==> src/rtl/addr_map_pkg.sv <==
package addr_map_pkg;

  localparam int SLOT_W      = 7;
  localparam int SLOT_COUNT  = 1 << SLOT_W;
  localparam int SLOT_OFS_W  = 14;

  typedef enum logic [2:0] {
    RGN_NONE  = 3'd0,
    RGN_FLASH = 3'd1,
    RGN_SRAM  = 3'd2,
    RGN_BOOT  = 3'd3,
    RGN_DMA   = 3'd4,
    RGN_HSP   = 3'd5,
    RGN_LSP   = 3'd6
  } region_e;

  // strobes from control to datapath
  typedef struct packed {
    logic capture;
    logic clear;
  } dp_strobe_t;

  // classification handed back from datapath to control
  typedef struct packed {
    logic isReserved;
    logic isPeriph;
    logic slotAssigned;
  } addr_class_t;

  localparam logic [31:0] SRAM_BASE     = 32'h4000_0000;
  localparam logic [31:0] DMA_BASE      = 32'h7FD0_0000;
  localparam logic [31:0] DMA_LAST      = 32'h7FD0_1FFF;
  localparam logic [31:0] BOOT_BASE     = 32'h7FFF_D000;
  localparam logic [10:0] LS_SPACE_TAG  = 11'h700;
  localparam logic [10:0] HS_SPACE_TAG  = 11'h7FF;
  localparam logic [SLOT_W-1:0] HS_IRQ_SLOT = 7'd127;

endpackage

==> src/rtl/addr_map_datapath.sv <==
module addr_map_datapath
  import addr_map_pkg::*;
#(
  parameter int FLASH_KB = 512,
  parameter int SRAM_KB  = 32,
  parameter bit HAS_DMA_RAM = 1'b1,
  parameter logic [SLOT_COUNT-1:0] LS_SLOT_MASK = '0
) (
  input  logic              clk,
  input  logic              rstN,
  input  logic [31:0]       addr,
  input  dp_strobe_t        strobe,
  output addr_class_t       cls,
  output region_e           regionQ,
  output logic [SLOT_W-1:0] slotQ
);

  localparam logic [32:0] FLASH_END = 33'(FLASH_KB) << 10;
  localparam logic [32:0] SRAM_END  = {1'b0, SRAM_BASE} + (33'(SRAM_KB) << 10);

  logic inFlash, inSram, inDma, inBoot, inLs, inHs;
  logic [SLOT_W-1:0] slotIdx;
  region_e           rgnD;
  logic [SLOT_W-1:0] slotD;
  logic              periphD, assignedD;

  assign inFlash = {1'b0, addr} < FLASH_END;
  assign inSram  = (addr >= SRAM_BASE) && ({1'b0, addr} < SRAM_END);
  assign inBoot  = (addr >= BOOT_BASE) && !addr[31];
  assign inLs    = addr[31:21] == LS_SPACE_TAG;
  assign inHs    = addr[31:21] == HS_SPACE_TAG;
  assign slotIdx = addr[SLOT_OFS_W+SLOT_W-1:SLOT_OFS_W];

  generate
    if (HAS_DMA_RAM) begin : g_dma
      assign inDma = (addr >= DMA_BASE) && (addr <= DMA_LAST);
    end else begin : g_no_dma
      assign inDma = 1'b0;
    end
  endgenerate

  always_comb begin
    rgnD      = RGN_NONE;
    slotD     = '0;
    periphD   = 1'b0;
    assignedD = 1'b0;
    if (inFlash) begin
      rgnD = RGN_FLASH;
    end else if (inSram) begin
      rgnD = RGN_SRAM;
    end else if (inDma) begin
      rgnD = RGN_DMA;
    end else if (inBoot) begin
      rgnD = RGN_BOOT;
    end else if (inLs) begin
      rgnD      = RGN_LSP;
      slotD     = slotIdx;
      periphD   = 1'b1;
      assignedD = LS_SLOT_MASK[slotIdx];
    end else if (inHs) begin
      rgnD      = RGN_HSP;
      slotD     = slotIdx;
      periphD   = 1'b1;
      assignedD = (slotIdx == HS_IRQ_SLOT) && (addr[13:12] == 2'b11);
    end
  end

  assign cls.isReserved   = (rgnD == RGN_NONE);
  assign cls.isPeriph     = periphD;
  assign cls.slotAssigned = assignedD;

  always_ff @(posedge clk) begin
    if (!rstN) begin
      regionQ <= RGN_NONE;
      slotQ   <= '0;
    end else if (strobe.capture) begin
      regionQ <= rgnD;
      slotQ   <= slotD;
    end else if (strobe.clear) begin
      regionQ <= RGN_NONE;
      slotQ   <= '0;
    end
  end


  slot_zero_outside_periph_chk: assert property (@(posedge clk) disable iff (!rstN)
    (regionQ != RGN_LSP && regionQ != RGN_HSP) |-> slotQ == '0);


  reserved_capture_chk: assert property (@(posedge clk) disable iff (!rstN)
    (strobe.capture && addr[31:30] == 2'b10 && addr[31:29] != 3'b111) |=> regionQ == RGN_NONE);

endmodule

==> src/rtl/addr_map_ctrl.sv <==
module addr_map_ctrl
  import addr_map_pkg::*;
(
  input  logic        clk,
  input  logic        rstN,
  input  logic        reqValid,
  input  logic        reqFetch,
  input  addr_class_t cls,
  output dp_strobe_t  strobe,
  output logic        rspValid,
  output logic        pAbort,
  output logic        dAbort
);

  logic fetchAbortD, dataAbortD;

  assign strobe.capture = reqValid;
  assign strobe.clear   = !reqValid;

  assign fetchAbortD = reqValid &&  reqFetch && (cls.isReserved || cls.isPeriph);
  assign dataAbortD  = reqValid && !reqFetch &&
                       (cls.isReserved || (cls.isPeriph && !cls.slotAssigned));

  always_ff @(posedge clk) begin
    if (!rstN) begin
      rspValid <= 1'b0;
      pAbort   <= 1'b0;
      dAbort   <= 1'b0;
    end else begin
      rspValid <= reqValid;
      pAbort   <= fetchAbortD;
      dAbort   <= dataAbortD;
    end
  end


  no_dual_abort_chk: assert property (@(posedge clk) disable iff (!rstN)
    !(pAbort && dAbort));


  abort_needs_valid_chk: assert property (@(posedge clk) disable iff (!rstN)
    (pAbort || dAbort) |-> rspValid);


  valid_latency_chk: assert property (@(posedge clk) disable iff (!rstN)
    reqValid |=> rspValid);


  periph_fetch_abort_chk: assert property (@(posedge clk) disable iff (!rstN)
    (reqValid && reqFetch && cls.isPeriph) |=> (pAbort && !dAbort));


  unassigned_data_abort_chk: assert property (@(posedge clk) disable iff (!rstN)
    (reqValid && !reqFetch && cls.isPeriph && !cls.slotAssigned) |=> dAbort);

endmodule

==> src/rtl/addr_map_decoder.sv <==
module addr_map_decoder
  import addr_map_pkg::*;
#(
  parameter int FLASH_KB = 512,
  parameter int SRAM_KB  = 32,
  parameter bit HAS_DMA_RAM = 1'b1,
  parameter logic [127:0] LS_SLOT_MASK =
    128'h8000_0000_0000_0000_0000_0010_0D80_2FBF
) (
  input  logic        clk,
  input  logic        rstN,
  input  logic        reqValid,
  input  logic [31:0] reqAddr,
  input  logic        reqFetch,
  output logic        rspValid,
  output logic [2:0]  rspRegion,
  output logic [6:0]  rspSlot,
  output logic        rspPrefetchAbort,
  output logic        rspDataAbort
);

  dp_strobe_t  strobe;
  addr_class_t cls;
  region_e     regionQ;

  addr_map_datapath #(
    .FLASH_KB(FLASH_KB),
    .SRAM_KB(SRAM_KB),
    .HAS_DMA_RAM(HAS_DMA_RAM),
    .LS_SLOT_MASK(LS_SLOT_MASK)
  ) u_dp (
    .clk(clk),
    .rstN(rstN),
    .addr(reqAddr),
    .strobe(strobe),
    .cls(cls),
    .regionQ(regionQ),
    .slotQ(rspSlot)
  );

  addr_map_ctrl u_ctrl (
    .clk(clk),
    .rstN(rstN),
    .reqValid(reqValid),
    .reqFetch(reqFetch),
    .cls(cls),
    .strobe(strobe),
    .rspValid(rspValid),
    .pAbort(rspPrefetchAbort),
    .dAbort(rspDataAbort)
  );

  assign rspRegion = regionQ;


  reserved_single_abort_chk: assert property (@(posedge clk) disable iff (!rstN)
    (rspValid && regionQ == RGN_NONE) |-> (rspPrefetchAbort != rspDataAbort));


  memory_no_abort_chk: assert property (@(posedge clk) disable iff (!rstN)
    (regionQ inside {RGN_FLASH, RGN_SRAM, RGN_BOOT, RGN_DMA}) |->
      (!rspPrefetchAbort && !rspDataAbort));

endmodule

==> config.mk <==
export PLATFORM = sky130hd
export DESIGN_NAME = addr_map_decoder
export DESIGN_NICKNAME = d
export VERILOG_FILES = /design/src/rtl/addr_map_pkg.sv /design/src/rtl/addr_map_datapath.sv /design/src/rtl/addr_map_ctrl.sv /design/src/rtl/addr_map_decoder.sv
export SDC_FILE = /design/constraint.sdc
export NUM_CORES = 1
export LEC_CHECK = 0
export ABC_AREA = 0
export CORE_MARGIN = 5
export CORE_UTILIZATION = 35
export CTS_CLUSTER_SIZE = 28
export DETAILED_ROUTE_END_ITERATION = 8
export PLACE_DENSITY_LB_ADDON = 0.2
export SLEW_MARGIN = 20
export SYNTH_ARGS = -nofsm -noshare
export SYNTH_HDL_FRONTEND = slang
export SYNTH_HIERARCHICAL = 1
export SYNTH_SLANG_ARGS = --single-unit
==> constraint.sdc <==
create_clock -name clk -period 2.31 [get_ports clk]
set_input_delay 0.462 -clock clk [delete_from_list [all_inputs] [get_ports clk]]
set_output_delay 0.462 -clock clk [all_outputs]
set_load 0.01 [all_outputs]
==> summary.txt, run 1 <==
Routing
  – Residual DRC: 0
  – DRT Pass-1 Iters: 4
  – Routed Wire Length: 2210 um
  – Final ANT Viol Nets: 0
  – Vias: between 800 and 900
  – DR iter-0 viols: 16
  – Via density: 5.30
  – DR WL/cell: 13.6 um

Synth
  – Synthesized area: 744 um2
  – Synth async-reset ratio: 0
  – Post-synthesis adder-cell area fraction: 0
  – Largest family of logic cells by synthesized area: simple AND/OR/NAND/NOR gates
  – Syn avg cell area: 8.76 um2
  – Yosys warns: 6
  – Synth Flop Type: dfxtp_1
  – #FFs+latches synth: 13
  – Post-synthesis simple-gate area fraction: 0.324
  – Number of synthesized flops with an enable pin: 0
  – Sequential element share of the synthesized area: 0.350
  – Fraction of the mapped netlist area in compound gates: 0.261
  – Post-Syn Instances: 85
  – Syn_nets: roughly 120
  – Mux cell area share after synthesis: 0
  – Post-synthesis xor/xnor area fraction: 0
  – Post-synth cell types: 33

Run
  – Max Cap Violations: 0

STA
  – TNS Setup: 0 ns
  – Worst Skew: 0 ns
  – FMAX: 462 MHz
  – Final Hold Vio Count: 0
  – Tightest Pin Transition: ~0.44 ns
  – RSZ-0062 raised after global routing: no
  – Final Critical Period: 2.17 ns
  – Max Transition Viols Final: 0
  – Final worst-path cycle share: 0.937
  – Slew margin rel.: 0.703
  – Setup violations, final: 0

CTS
  – Post-CTS setup buffers: 0
  – Reg clk slew, reported paths: 0.08 ns
  – Post-CTS Resized: 0
  – Max clock buf depth: 2
  – TritonCTS clock tree: built
  – Clock Tree Root: clkbuf_4
  – Cts hold-fix bufs: 0
  – Num CTS Buffers: 3
  – Clock sink count: 13
  – Clk_lat worst skew: 0.26 ns
  – H-tree depth: 1

Outcome
  – Outcome: completed

Worst hold path
  – Hold/Removal Path Class: reg -> reg
  – Hold Path End: u_dp/regionQ[0]$_SDFFE_PN0P_
  – Min-delay src: u_dp/regionQ[0]$_SDFFE_PN0P_
  – WHS Path Cells: 1

Critical path
  – Slack of the worst reg-to-reg path: 1.54 ns
  – CP max FO: 3
  – Critical-path cell list: clkdlybuf4s50_1 -> nor3_2 -> nor4b_4 -> or4b_1 -> and4b_1 -> o211a_1
  – Slowest stage cell, crit path: or4b_1
  – Largest stage delay on the critical path: roughly 0.51 ns
  – Critical path class: in -> reg
  – Worst r2r dst: u_dp/regionQ[1]$_SDFFE_PN0P_
  – Reg2Reg Launch Point: u_dp/regionQ[1]$_SDFFE_PN0P_
  – Crit start category: input port
  – CP Capture Type: register
  – Worst reg2reg path depth: 2
  – Arr. time, crit path: 2.33 ns
  – WP data required: roughly 2.5 ns

Global route
  – Largest net degree at the start of global routing: 10
  – Global-route wire length before repair: 3820 um
  – Initial antenna violation count: 0
  – Total GRT Usage: 0.145
  – Vias in the first global route: 871
  – Total grt overflow: 0

Die
  – Area of the core: 2000 um2
  – # rows: 16
  – Die Ht: 56.1 um
  – Initial Utilization: 0.372
  – DIE WIDTH: between 50 and 60 um
  – Ports: 49
  – Die area: around 3100 um2

Finish
  – Synth-to-Final Area Change: 67.6%
  – Inserted Diodes: 0
  – Fin area: 1250 um2
  – Share of cells above drive strength 1: 0.178
  – Final nets: 172

Pwr
  – VDD IR max: 0.490 mV
  – Pwr Density: approximately 370 nW/um2
  – Static leakage: 0.462 nW
  – Final Power: 0.000464 W

Placement
  – RD Place Congestion: 0.809
  – Placed cell areas: 1220 um2
  – HPWL Detailed: between 1500 and 2000 um
  – PortBufs: 36
metal layers:
metal / vias to the layer above / global-route usage / part of all wire
li1: 432 / - / -
met1: 401 / 0.186 / 0.47
met2: 24 / 0.242 / 0.48
met3: 2 / 0.0394 / 0.052
met4: 0 / 0.0271 / 0.0041
met5: - / 0 / 0
stage by stage:
step                hold WS [ns]  instances  worst slack, ns  utilization
floorplan                  0.516         85            0.457            -
global placement           0.473        158           -0.139        0.610
detailed placement         0.481        158           -0.130        0.610
CTS                        0.507        162            0.137        0.623
global route               0.527        162           0.0432        0.623
finish                     0.498        162            0.145        0.623
registers in the layout, indices dropped and copies added, names as in the netlist:
name             cells
u_ctrl/dAbort        1
u_ctrl/pAbort        1
u_ctrl/rspValid      1
u_dp/regionQ         3
u_dp/slotQ           7
layout by cell type (no fill, tap or decap), types with 2 or more instances in the layout:
| cell | n |
|---|---|
| nor3_1 | 3 |
| inv_1 | 5 |
| nand2_1 | 7 |
| a31oi_1 | 2 |
| nor2b_1 | 4 |
| a32oi_1 | 7 |
| nor2_1 | 6 |
| clkdlybuf4s50_1 | 36 |
| nand4_1 | 4 |
| nand3_1 | 2 |
| a21oi_1 | 3 |
| buf_4 | 15 |
| o211a_1 | 2 |
| dfxtp_1 | 13 |
| clkbuf_4 | 3 |
| nor4_1 | 4 |
final cells by class:
| type | instances | area (um2) |
|---|---|---|
| fillers | 182 | 754 |
| repair buffers | 51 | 473 |
| multi-input cells | 62 | 435 |
| flip-flops and latches | 13 | 260 |
| well taps | 27 | 33.8 |
| clock buffers | 4 | 26.3 |
| inverters | 5 | 18.8 |
synthesized netlist by cell type (2+ instances only):
library cell | n | area share
buf_4 | 3 | 0.030
a32oi_1 | 7 | 0.082
nand2_1 | 7 | 0.035
nor2_1 | 6 | 0.030
nand4_1 | 4 | 0.034
dfxtp_1 | 13 | 0.35
inv_1 | 5 | 0.025
nor4_1 | 4 | 0.034
nor2b_1 | 4 | 0.034
a31oi_1 | 2 | 0.017
clkbuf_1 | 2 | 0.010
o211a_1 | 2 | 0.027
a21oi_1 | 3 | 0.020
nand3_1 | 2 | 0.013
nor3_1 | 3 | 0.020
cell families after synthesis:
kind of cell	count (synthesis)
buf+inv	10
compound gates	24
simple gates	38
flops	13
critical path, delay by kind of cell:
family,cells,cell delay (ns)
compound gates,1,0.22
buf+inv,1,0.43
simple gates,4,1.21
where the power goes:
| part | internal (W) | switching, W | total (W) |
|---|---|---|---|
| registers | 0.000226 | 0.000000564 | 0.000227 |
| clock network | 0.0000666 | 0.0000671 | 0.000134 |
| logic | 0.0000610 | 0.0000425 | 0.000103 |
worst max path at each step:
| stage | depth (start not counted) | end | slack (ns) | startpoint |
|---|---|---|---|---|
| after global routing | 6 | u_ctrl/dAbort$_SDFF_PN0_ | 0.04 | reqAddr[21] |
| after global placement | 6 | u_ctrl/dAbort$_SDFF_PN0_ | -0.14 | reqAddr[23] |
| after detailed placement | 6 | u_ctrl/dAbort$_SDFF_PN0_ | -0.13 | reqAddr[23] |
| after CTS | 6 | u_ctrl/dAbort$_SDFF_PN0_ | 0.14 | reqAddr[23] |
| after floorplan | 5 | u_ctrl/dAbort$_SDFF_PN0_ | 0.46 | reqAddr[23] |
| final | 6 | u_ctrl/dAbort$_SDFF_PN0_ | 0.14 | reqAddr[23] |
Note: power is estimated with default switching activity, not from simulation.
==> run 2, diff against run 1 <==
--- a/config.mk
+++ b/config.mk
@@ -6,6 +6,7 @@
 export NUM_CORES = 1
 export LEC_CHECK = 0
 export ABC_AREA = 0
+export ABC_CLOCK_PERIOD_IN_PS = 2310
 export CORE_MARGIN = 5
 export CORE_UTILIZATION = 35
 export CTS_CLUSTER_SIZE = 28
==> results of run 2 <==
No change in the layout: final DEF, timing and power equal those of run 1.
